## config.mk

```make
export PLATFORM = sky130hd
export DESIGN_NAME = hall_commutator
export DESIGN_NICKNAME = d
export VERILOG_FILES = /design/src/rtl/hc_pkg.sv /design/src/rtl/hc_hall_decode.sv /design/src/rtl/hc_chop_gate.sv /design/src/rtl/hc_drive_mux.sv /design/src/rtl/hall_commutator.sv
export SDC_FILE = /design/constraint.sdc
export NUM_CORES = 1
export LEC_CHECK = 0
export BUFFER_PORTS_ARGS = -buffer_cell sky130_fd_sc_hd__buf_2
export CORE_AREA = 2 2 39 41
export DETAILED_ROUTE_END_ITERATION = 6
export DIE_AREA = 0 0 41 43
export SLEW_MARGIN = 20
export SYNTH_ARGS = -nofsm -noshare
export SYNTH_HDL_FRONTEND = slang
export SYNTH_SLANG_ARGS = --single-unit
```

## constraint.sdc

```tcl
create_clock -name clk -period 0.95 [get_ports clk]
set_clock_uncertainty 0.15 [all_clocks]
set_input_delay 0.095 -clock clk [delete_from_list [all_inputs] [get_ports clk]]
set_output_delay 0.095 -clock clk [all_outputs]
set_load 0.01 [all_outputs]
```

## src/rtl/hc_pkg.sv

```systemverilog
package hc_pkg;
  localparam int NPH = 3;
  typedef logic [NPH-1:0] phase_vec_t;

  typedef struct packed {
    logic       ok;
    phase_vec_t src;
    phase_vec_t snk;
  } step_t;

  // Apply direction: reverse rotation reuses the forward table on ~code.
  function automatic phase_vec_t hc_orient(input phase_vec_t code, input logic rev);
    return rev ? ~code : code;
  endfunction

  // Forward commutation lookup; bit0=U, bit1=V, bit2=W.
  function automatic step_t hc_lookup(input phase_vec_t code);
    step_t s;
    s = '0;
    s.ok = 1'b1;
    case (code)
      3'b101: begin s.src = 3'b010; s.snk = 3'b001; end
      3'b100: begin s.src = 3'b100; s.snk = 3'b001; end
      3'b110: begin s.src = 3'b100; s.snk = 3'b010; end
      3'b010: begin s.src = 3'b001; s.snk = 3'b010; end
      3'b011: begin s.src = 3'b001; s.snk = 3'b100; end
      3'b001: begin s.src = 3'b010; s.snk = 3'b100; end
      default: s.ok = 1'b0;
    endcase
    return s;
  endfunction
endpackage

```

## src/rtl/hc_hall_decode.sv

```systemverilog
module hc_hall_decode
  import hc_pkg::*;
(
  input  phase_vec_t hall_i,
  input  logic       rev_i,
  output step_t      step_o
);
  phase_vec_t code_w;
  assign code_w = hc_orient(hall_i, rev_i);
  assign step_o = hc_lookup(code_w);
endmodule

```

## src/rtl/hc_chop_gate.sv

```systemverilog
module hc_chop_gate (
  input  logic clk,
  input  logic rst_n,
  input  logic run_i,
  input  logic pwm_on_i,
  input  logic ilim_i,
  output logic gate_o
);
  logic pwm_prev_q;
  logic cut_q;
  logic pwm_rise_w;
  logic cut_hold_w;

  assign pwm_rise_w = pwm_on_i & ~pwm_prev_q;
  // A cut survives until the on-window reopens.
  assign cut_hold_w = cut_q & ~pwm_rise_w;
  assign gate_o     = pwm_on_i & ~cut_hold_w & ~ilim_i;

  always_ff @(posedge clk or negedge rst_n) begin
    if (!rst_n) begin
      pwm_prev_q <= 1'b0;
      cut_q      <= 1'b0;
    end else begin
      pwm_prev_q <= pwm_on_i;
      cut_q      <= cut_hold_w | (run_i & ilim_i);
    end
  end
endmodule

```

## src/rtl/hc_drive_mux.sv

```systemverilog
module hc_drive_mux
  import hc_pkg::*;
(
  input  logic       clk,
  input  logic       rst_n,
  input  step_t      step_i,
  input  logic       run_i,
  input  logic       coast_sel_i,
  input  logic       fault_i,
  input  logic       gate_i,
  output phase_vec_t hs_o,
  output phase_vec_t ls_o
);
  logic       brake_w;
  logic       drive_w;
  phase_vec_t hs_d;
  phase_vec_t ls_d;

  assign brake_w = ~run_i & ~coast_sel_i;
  assign drive_w = run_i & step_i.ok;

  for (genvar p = 0; p < NPH; p++) begin : g_phase
    assign hs_d[p] = ~fault_i & (brake_w | (drive_w & step_i.src[p] & gate_i));
    assign ls_d[p] = drive_w & step_i.snk[p];
  end

  always_ff @(posedge clk or negedge rst_n) begin
    if (!rst_n) begin
      hs_o <= '0;
      ls_o <= '0;
    end else begin
      hs_o <= hs_d;
      ls_o <= ls_d;
    end
  end
endmodule

```

## src/rtl/hall_commutator.sv

```systemverilog
module hall_commutator
  import hc_pkg::*;
(
  input  logic       clk,
  input  logic       rst_n,
  input  logic [2:0] hall_i,
  input  logic       dir_rev_i,
  input  logic       stop_i,
  input  logic       coast_sel_i,
  input  logic       pwm_on_i,
  input  logic       ilim_i,
  input  logic       fault_i,
  output logic [2:0] hs_en_o,
  output logic [2:0] ls_en_o
);
  step_t step_w;
  logic  run_w;
  logic  gate_w;

  assign run_w = ~stop_i;

  hc_hall_decode i_dec (
    .hall_i (hall_i),
    .rev_i  (dir_rev_i),
    .step_o (step_w)
  );

  hc_chop_gate i_chop (
    .clk      (clk),
    .rst_n    (rst_n),
    .run_i    (run_w),
    .pwm_on_i (pwm_on_i),
    .ilim_i   (ilim_i),
    .gate_o   (gate_w)
  );

  hc_drive_mux i_mux (
    .clk         (clk),
    .rst_n       (rst_n),
    .step_i      (step_w),
    .run_i       (run_w),
    .coast_sel_i (coast_sel_i),
    .fault_i     (fault_i),
    .gate_i      (gate_w),
    .hs_o        (hs_en_o),
    .ls_o        (ls_en_o)
  );
endmodule

```

==> Yosys cells after proc, flatten, opt, wreduce, memory -nomap -nowiden <==
Index checks and enable logic that the tools add are counted.
{ "word_totals": {"reg_bits": 8, "wordCells": 45} }
{ "op_classes": {"bitwise": 31, "reduce_logical": 1, "eq_ne": 6, "n_mux": 3} }
{ "op_table": {"columns": ["operator", "count"], "rows": [
  ["6-bit one-hot mux with 6 select lines", 1],
  ["1-bit bitwise AND", 19],
  ["3-bit == test (second input constant)", 3],
  ["1-bit NOT", 7],
  ["3-bit by 2-bit == test with 1-bit output (second input constant)", 2],
  ["6-bit OR reduction", 1],
  ["1-bit bitwise OR", 4],
  ["3-bit by 1-bit == test with 1-bit output (second input constant)", 1],
  ["3-bit two-way mux", 1],
  ["3-bit NOT", 1],
  ["1-bit two-way mux", 1]
]} }

==> Logic depth before layout (Yosys ltp) <==
Gate-level depths: netlist (run 1).
{ "logic_depth": {"depth_word": 10, "depth_mapped": 3, "ltp_nobuf": 3} }

==> Modules after synthesis <==
From an unflattened synthesis (run 1), not the netlist that was laid out.
{ "hier_totals": {"hier_cells": 39, "hier_area_um2": 414.1} }
{ "modules_own_cells": {"columns": ["mod", "seq_area_each_um2", "cells_per_inst", "n_inst", "area_each_um2"], "rows": [
  ["hc_drive_mux", 150.1, 16, 1, 212.7],
  ["hc_hall_decode", 0.0, 16, 1, 121.4],
  ["hc_chop_gate", 50.0, 6, 1, 76.3],
  ["hall_commutator", 0.0, 1, 1, 3.8]
]} }

==> Worst setup path after synthesis (run 1) <==
Ideal clock, no wire load.
{ "synth_path": {"kind": "reg2reg", "start": "reg i_chop.cut_q", "end": "reg i_mux.hs_o[0]", "setup_ns": 0.076, "path_slack_ns": 0.063, "t_arrival_ns": 0.661, "path_stages_with_launch": 4, "cell_sequence": "dfrtp_1 > nand2_1 > nand4_1 > o21ai_1"} }
{ "synth_via": {"elab_chain_len": 7} }
{ "synth_lines": {"columns": ["item", "line_no", "rtl"], "rows": [
  ["start: declaration", "hc_chop_gate.sv:10", "logic cut_q;"],
  ["start signal: assignment", "hc_chop_gate.sv:25", "cut_q <= cut_hold_w | (run_i & ilim_i);"],
  ["1-bit bitwise AND", "hc_chop_gate.sv:16", "assign cut_hold_w = cut_q & ~pwm_rise_w;"],
  ["1-bit NOT", "hc_chop_gate.sv:17", "assign gate_o = pwm_on_i & ~cut_hold_w & ~ilim_i;"],
  ["1-bit bitwise AND (2 in a row)", "hc_chop_gate.sv:17", null],
  ["1-bit bitwise AND", "hc_drive_mux.sv:23", "assign hs_d[p] = ~fault_i & (brake_w | (drive_w & step_i.src[p] & gate_i));"],
  ["1-bit bitwise OR", "hc_drive_mux.sv:23", null],
  ["1-bit bitwise AND", "hc_drive_mux.sv:23", null],
  ["via i_mux.hs_d[0]", "hc_drive_mux.sv:16", "phase_vec_t hs_d;"],
  ["end signal: assignment", "hc_drive_mux.sv:32", "hs_o <= hs_d;"],
  ["end: declaration", "hc_drive_mux.sv:11", "output phase_vec_t hs_o,"]
]} }
The timed path passes the listed nets, and every way through them passes these cells.

==> Final worst setup path (run 1) <==
{ "layout_path": {"start": "reg i_mux.ls_o[2]", "end": "out ls_en_o[2]"} }
{ "layout_lines": {"columns": ["item", "line_no", "rtl"], "rows": [
  ["start: declaration", "hc_drive_mux.sv:12", "output phase_vec_t ls_o"],
  ["start signal: assignment", "hc_drive_mux.sv:33", "ls_o <= ls_d;"],
  ["end: declaration", "hall_commutator.sv:14", "output logic [2:0] ls_en_o"]
]} }
No word-level cell between the ends.

==> run summary, run 1 <==
Area delta synth->final -> 50.3%
DR iter-0 viols -> 1
Crit. End Element -> primary output
Gr usage total -> 11.5%
Die X-Extent -> 41 um
CP max-delay cell -> dfrtp_1
Power per Cell Area -> 1350 nW/um2
Reg clk slew, reported paths -> 0.05 ns
Clock Tree Root -> clkbuf_4
Layout cells sized above 1 -> 32.2%
Synthesized flop and latch total -> 8
Critical path, cell by cell -> buf_6
Core area -> 1380 um2
Nets -> 72
Maximum level of the CTS H-tree -> 1
Antenna violations before repair -> 0
Reg2Reg Launch Point -> i_chop.cut_q$_DFF_PN0_
CTS tree -> yes
Max-cap viol count -> 0
Worst hold path type -> in2reg
CP bufs+invs -> 1
I/O pin count -> 17
Critical Path RT -> 0.70 ns
Total CTS buffers -> 3
Final non-filler cell total -> 75
Full die area -> 1760 um2
Slew HR -> 88.1%
Flop2flop setup slack -> 0.03 ns
DRT Pass-1 Iters -> 3
Post-Layout Inst Area -> 557 um2
Highest clock rate -> 1020 MHz
Worst-Margin Slew -> 0.174 ns
Latest clock arrival within the worst-skew pair -> 0.25 ns
Worst R2R Path Depth -> 3
Commonest non-fill, non-tap cells in the layout -> 13 x buf_2, 8 x dfrtp_1, 6 x nor2b_1, 6 x mux2i_1
Clk sink count -> 8
Beginning of the worst hold path -> coast_sel_i
Routed Wire Length -> 725 um
Placed Cells -> 67
Vias in the first global route -> 304
Cell family with most CP delay -> flip-flops
Sequential cell area fraction in the yosys report -> 54.1%
Setup Viol. Count Final -> 6
Status -> finished, violations left
Remaining Overflow, GRT -> 0
Initial core utilization -> 26.8%
Via count -> 324
R2r endpoint -> i_mux.hs_o[0]$_DFF_PN0_
First-pass GRT wire length -> 1240 um
Ant diodes -> 0
CTS max path bufs -> 2
VDD IR-drop max -> 527 uV
# port buffers -> 16
Final Wtd Congestion -> 0.738
Vias per cell -> 4.32
DR WL/cell -> 9.67 um
Min Clock Period, post-route -> 0.983 ns
Largest stage delay on the critical path -> 0.37 ns
Post-DP Area -> 463 um2
Drt drc -> 0
Violated checks -> negative hold slack, negative setup slack
Crit Path Class -> reg2out
Setup TNS -> -0.171 ns
Critical path arrival -> 0.74 ns
PnR worst setup slack -> -0.0328 ns
Unrepaired setup endpoints after global routing -> yes
Slew Limit Fails -> 0
Antenna viol nets, final -> 0
Core Rows -> 14
Hold depth -> 4
Largest net degree at the start of global routing -> 9
CP max FO -> 1
Syn nets -> 47
Startpoint Class -> flop
Leakage power -> 0.298 nW
Crit share post-route -> 103%
Die Y -> 43 um
Final Hold Fails -> 3
Leading cell type in the layout, fill and taps excluded -> buf_2
Synth cell types -> 10
Final hold slack -> -0.00659 ns
Area of the mapped netlist -> 370 um2
Mean Syn Cell Area -> 10.3 um2
Cells after synthesis -> 36
Hold path endpoint -> i_mux.hs_o[2]$_DFF_PN0_
Yosys warns -> 0
-- registers in the layout (all words and copies together), names as in the netlist --
signal / flops
i_chop.cut_q: 1
i_chop.pwm_prev_q: 1
i_mux.ls_o: 3
i_mux.hs_o: 3
-- where the power goes --
part / leakage [nW] / switching [W] / total (W) / internal, W
clock network: 0.0138 / 0.000110 / 0.000254 / 0.000144
registers: 0.104 / 0.00000691 / 0.000367 / 0.000360
logic: 0.180 / 0.0000596 / 0.000129 / 0.0000697
total: 0.298 / 0.000177 / 0.000751 / 0.000574
-- metal layers --
layer	vias up	track usage (%)	part of all wire (%)	routed length, um
met3	4	1.57	6.9	50
met2	14	15.6	44	319
met1	138	13.0	42	307
li1	168	-	-	-
met4	0	14.0	6.6	48
met5	-	0	0	0
-- Yosys cell counts --
library cell / number / share of area (%)
mux2i_1: 6 / 16
nor2_1: 5 / 5.1
o21ai_1: 3 / 4.1
dfrtp_1: 8 / 54
buf_4: 1 / 2.0
o21ai_0: 2 / 2.7
nand2_1: 2 / 2.0
inv_1: 2 / 2.0
nand4_1: 1 / 1.7
nor2b_1: 6 / 10
-- cell type report --
| cell class | count | area, um2 |
|---|---|---|
| inverter | 2 | 7.51 |
| multi-input combinational | 25 | 155 |
| tap | 16 | 20.0 |
| clock buffer | 3 | 22.5 |
| fill | 141 | 827 |
| sequential | 8 | 200 |
| timing repair buffer | 21 | 151 |
-- worst register-to-register path, delay by kind of cell (launching register included) --
kind	cells	cell delay [ns]
compound gates	1	0.15
flops	1	0.37
simple gates	2	0.17
-- stage by stage --
stage                     util, %  setup slack (ns)  total power, W  hold slack (ns)
after CTS                    38.7           -0.0465        0.000753         -0.00862
after global routing         40.2           -0.0716        0.000804          0.00873
after global placement       33.5            0.0273        0.000477           -0.207
final                        40.2           -0.0328        0.000751         -0.00659
after floorplan                 -            0.0630        0.000427           -0.351
after detailed placement     33.5            0.0131        0.000477           -0.206
-- what timing repair did --
| action | CTS | global route |
|---|---|---|
| pin swaps | 2 | 2 |
| hold buffers | 5 | 0 |
| hold endpoints to repair | 16 | 0 |
| setup buffers | 0 | 0 |
| gates resized for setup | 0 | 6 |
| endpoints found under the setup margin | 8 | 11 |
-- how the worst max path moves through the flow --
stage / slack, ns / cells past startpoint / start / to
floorplan: 0.06 / 3 / i_chop.cut_q$_DFF_PN0_ / i_mux.hs_o[0]$_DFF_PN0_
global placement: 0.03 / 3 / i_chop.cut_q$_DFF_PN0_ / i_mux.hs_o[0]$_DFF_PN0_
detailed placement: 0.01 / 3 / i_chop.cut_q$_DFF_PN0_ / i_mux.hs_o[0]$_DFF_PN0_
CTS: -0.05 / 1 / i_mux.ls_o[0]$_DFF_PN0_ / ls_en_o[0]
global route: -0.07 / 1 / i_mux.ls_o[1]$_DFF_PN0_ / ls_en_o[1]
finish: -0.03 / 1 / i_mux.ls_o[2]$_DFF_PN0_ / ls_en_o[2]
-- cell families (layout without fill, tap and decap cells) --
kind of cell | count (synthesis) | count (layout) | share of synthesized area [%]
AOI/OAI and AO/OA | 5 | 5 | 6.76
buffers and inverters | 3 | 26 | 4.06
DFF | 8 | 8 | 54.1
muxes | 6 | 6 | 16.2
and+or+nand+nor | 14 | 14 | 18.9
No activity file was read; power rests on OpenSTA's default activity.
==> run 2, diff against run 1 <==
--- a/config.mk
+++ b/config.mk
@@ -6,9 +6,12 @@
 export NUM_CORES = 1
 export LEC_CHECK = 0
 export BUFFER_PORTS_ARGS = -buffer_cell sky130_fd_sc_hd__buf_2
+export CELL_PAD_IN_SITES_DETAIL_PLACEMENT = 0
+export CELL_PAD_IN_SITES_GLOBAL_PLACEMENT = 1
 export CORE_AREA = 2 2 39 41
 export DETAILED_ROUTE_END_ITERATION = 6
 export DIE_AREA = 0 0 41 43
+export PLACE_DENSITY_LB_ADDON = 0.1
 export SLEW_MARGIN = 20
 export SYNTH_ARGS = -nofsm -noshare
 export SYNTH_HDL_FRONTEND = slang
==> run 2 against run 1 <==
Compared with the run above:
- the flow still finishes with violations (negative hold slack, negative setup slack)
- register-to-register slack hardly changed
- design area is 3.8% lower
- wire length is 3.3% higher
- first-iteration DRC count grew to 8.0 times the previous value
- clock power hardly changed
- worst setup slack worse by 0.0061 ns
- hold slack worse by 0.0069 ns
- critical path type unchanged
- largest cell class unchanged
- highest routed layer unchanged
==> run summary, run 2 (synthesized netlist as in run 1, its figures left out) <==
Status -> finished, violations left
Total power draw -> 0.000742 W (-1.1%)
Gr usage total -> 10.6% (-0.88 points)
Critical path arrival -> 0.74 ns (about the same)
VDD IR-drop max -> 365 uV (-31%)
Setup TNS -> -0.175 ns (-0.00402 ns)
Remaining Overflow, GRT -> 0 (unchanged)
CP bufs+invs -> 1 (unchanged)
Reg clk slew, reported paths -> 0.05 ns (about the same)
Maximum level of the CTS H-tree -> 1 (unchanged)
Via count -> 331 (+2.2%)
Slew Limit Fails -> 0 (unchanged)
Post-layout util -> 38.7% (-1.5 points)
Full die area -> 1760 um2 (unchanged)
Leakage power -> 0.286 nW (-4.0%)
Ant diodes -> 0 (unchanged)
CTS max path bufs -> 2 (unchanged)
Largest stage delay on the critical path -> 0.36 ns (about the same)
Vias per cell -> 4.41 (+2.2%)
Power per Cell Area -> 1390 nW/um2 (+2.8%)
CP max FO -> 1 (unchanged)
Total CTS buffers -> 3 (unchanged)
Clk sink count -> 8 (unchanged)
Area delta synth->final -> 44.6%
PnR worst setup slack -> -0.0389 ns (-0.00613 ns)
Post-CTS setup buffer count -> 0 (unchanged)
Unrepaired setup endpoints after global routing -> yes
Final non-filler cell total -> 75 (unchanged)
Highest clock rate -> 1010 MHz (-0.62%)
Max-cap viol count -> 0 (unchanged)
Post-DP Area -> 463 um2 (unchanged)
Layout cells sized above 1 -> 32.2% (unchanged)
Initial core utilization -> 26.8% (unchanged)
Startpoint Class -> flop
Post-Layout Inst Area -> 536 um2 (-3.8%)
CP max-delay cell -> dfrtp_1
Crit share post-route -> 104% (+0.65 points)
Worst hold path type -> in2reg
Setup Viol. Count Final -> 6 (unchanged)
Biggest regs -> i_mux.hs_o x3, i_mux.ls_o x3
Core area -> 1380 um2 (unchanged)
CTS tree -> yes
Leading cell type in the layout, fill and taps excluded -> buf_2
DR WL/cell -> 9.99 um (+3.3%)
Critical Path RT -> 0.70 ns (about the same)
Slew HR -> 87.5% (-0.56 points)
Antenna violations before repair -> 0 (unchanged)
Antenna viol nets, final -> 0 (unchanged)
# port buffers -> 16 (unchanged)
Die Y -> 43 um (unchanged)
Commonest non-fill, non-tap cells in the layout -> 16 x buf_2, 8 x dfrtp_1, 6 x nor2b_1, 6 x mux2i_1
Core Rows -> 14 (unchanged)
Drt drc -> 0 (unchanged)
Post-DP HPWL -> 628 um
Final Hold Fails -> 3 (unchanged)
Worst-Margin Slew -> 0.182 ns (+0.00819 ns)
Routed Wire Length -> 749 um (+3.3%)
Placed Cells -> 67 (unchanged)
DR iter-0 viols -> 8 (+7)
I/O pin count -> 17 (unchanged)
Min Clock Period, post-route -> 0.989 ns (+0.00613 ns)
Largest net degree at the start of global routing -> 9 (unchanged)
Final Wtd Congestion -> 0.701 (-5.1%)
Vias in the first global route -> 333 (+9.5%)
Violated checks -> negative hold slack, negative setup slack
Nets -> 72 (unchanged)
Cell family with most CP delay -> flip-flops
First-pass GRT wire length -> 1210 um (-2.3%)
Crit. End Element -> primary output
Die X-Extent -> 41 um (unchanged)
Clock Tree Root -> clkbuf_4
Final hold slack -> -0.0135 ns (-0.00694 ns)
Critical path, cell by cell -> buf_2
Latest clock arrival within the worst-skew pair -> 0.25 ns (about the same)
Crit Path Class -> reg2out
DRT Pass-1 Iters -> 4 (+1)
==> run 2: path summary, 6_finish.rpt <==
path,cells past startpoint,start,slack [ns],to
max in group asynchronous,2,rst_n,0.43,i_mux.ls_o[0]$_DFF_PN0_
hold / removal,4,coast_sel_i,-0.01,i_mux.hs_o[1]$_DFF_PN0_
setup / recovery,1,i_mux.hs_o[1]$_DFF_PN0_,-0.04,hs_en_o[1]
min in group asynchronous,2,rst_n,0.05,i_mux.hs_o[1]$_DFF_PN0_
hold reg to reg,2,i_chop.cut_q$_DFF_PN0_,0.39,i_chop.cut_q$_DFF_PN0_
setup reg to reg,3,i_chop.pwm_prev_q$_DFF_PN0_,0.03,i_mux.hs_o[2]$_DFF_PN0_
==> run 2: per-stage QoR <==
stage | worst slack, ns | hold slack [ns]
after floorplan | 0.0630 | -0.351
after global placement | 0.0462 | -0.214
after CTS | -0.0505 | -0.0161
final | -0.0389 | -0.0135
after detailed placement | 0.00743 | -0.206
after global routing | -0.0649 | 0.0105
==> run 2: worst register-to-register path, cell delays in order, from the launching register on <==
cell and delay [ns]:
dfrtp_1 0.38, nand2_1 0.06, nand4_1 0.12, o21ai_1 0.14
==> run 2: final cells by class <==
cell class / count / area, um2
inverters: 2 / 7.51
well taps: 16 / 20.0
multi-input cells: 25 / 155
flip-flops and latches: 8 / 200
fillers: 155 / 848
clock buffers: 3 / 22.5
repair buffers: 21 / 130
==> run 2: power by group <==
part / switching [W] / internal, W / total [W]
Combinational: 0.0000609 / 0.0000619 / 0.000123
Sequential: 0.00000581 / 0.000360 / 0.000366
Clock: 0.000109 / 0.000144 / 0.000254
==> run 2: layer usage <==
metal | track usage, % | vias to the layer above | part of all wire [%] | wire (um)
met1 | 11.5 | 150 | 38 | 282
met2 | 16.3 | 15 | 51 | 382
met5 | 0 | - | 0 | 0
li1 | - | 164 | - | -
met4 | 12.0 | 0 | 1.9 | 14
met3 | 0 | 2 | 9.2 | 69
==> run 2: timing repair <==
item                       CTS  global route
setup endpoints to repair    6            10
hold buffers                 5             0
resized for setup            0             1
hold endpoints to repair    16             0
pin swaps                    0             4
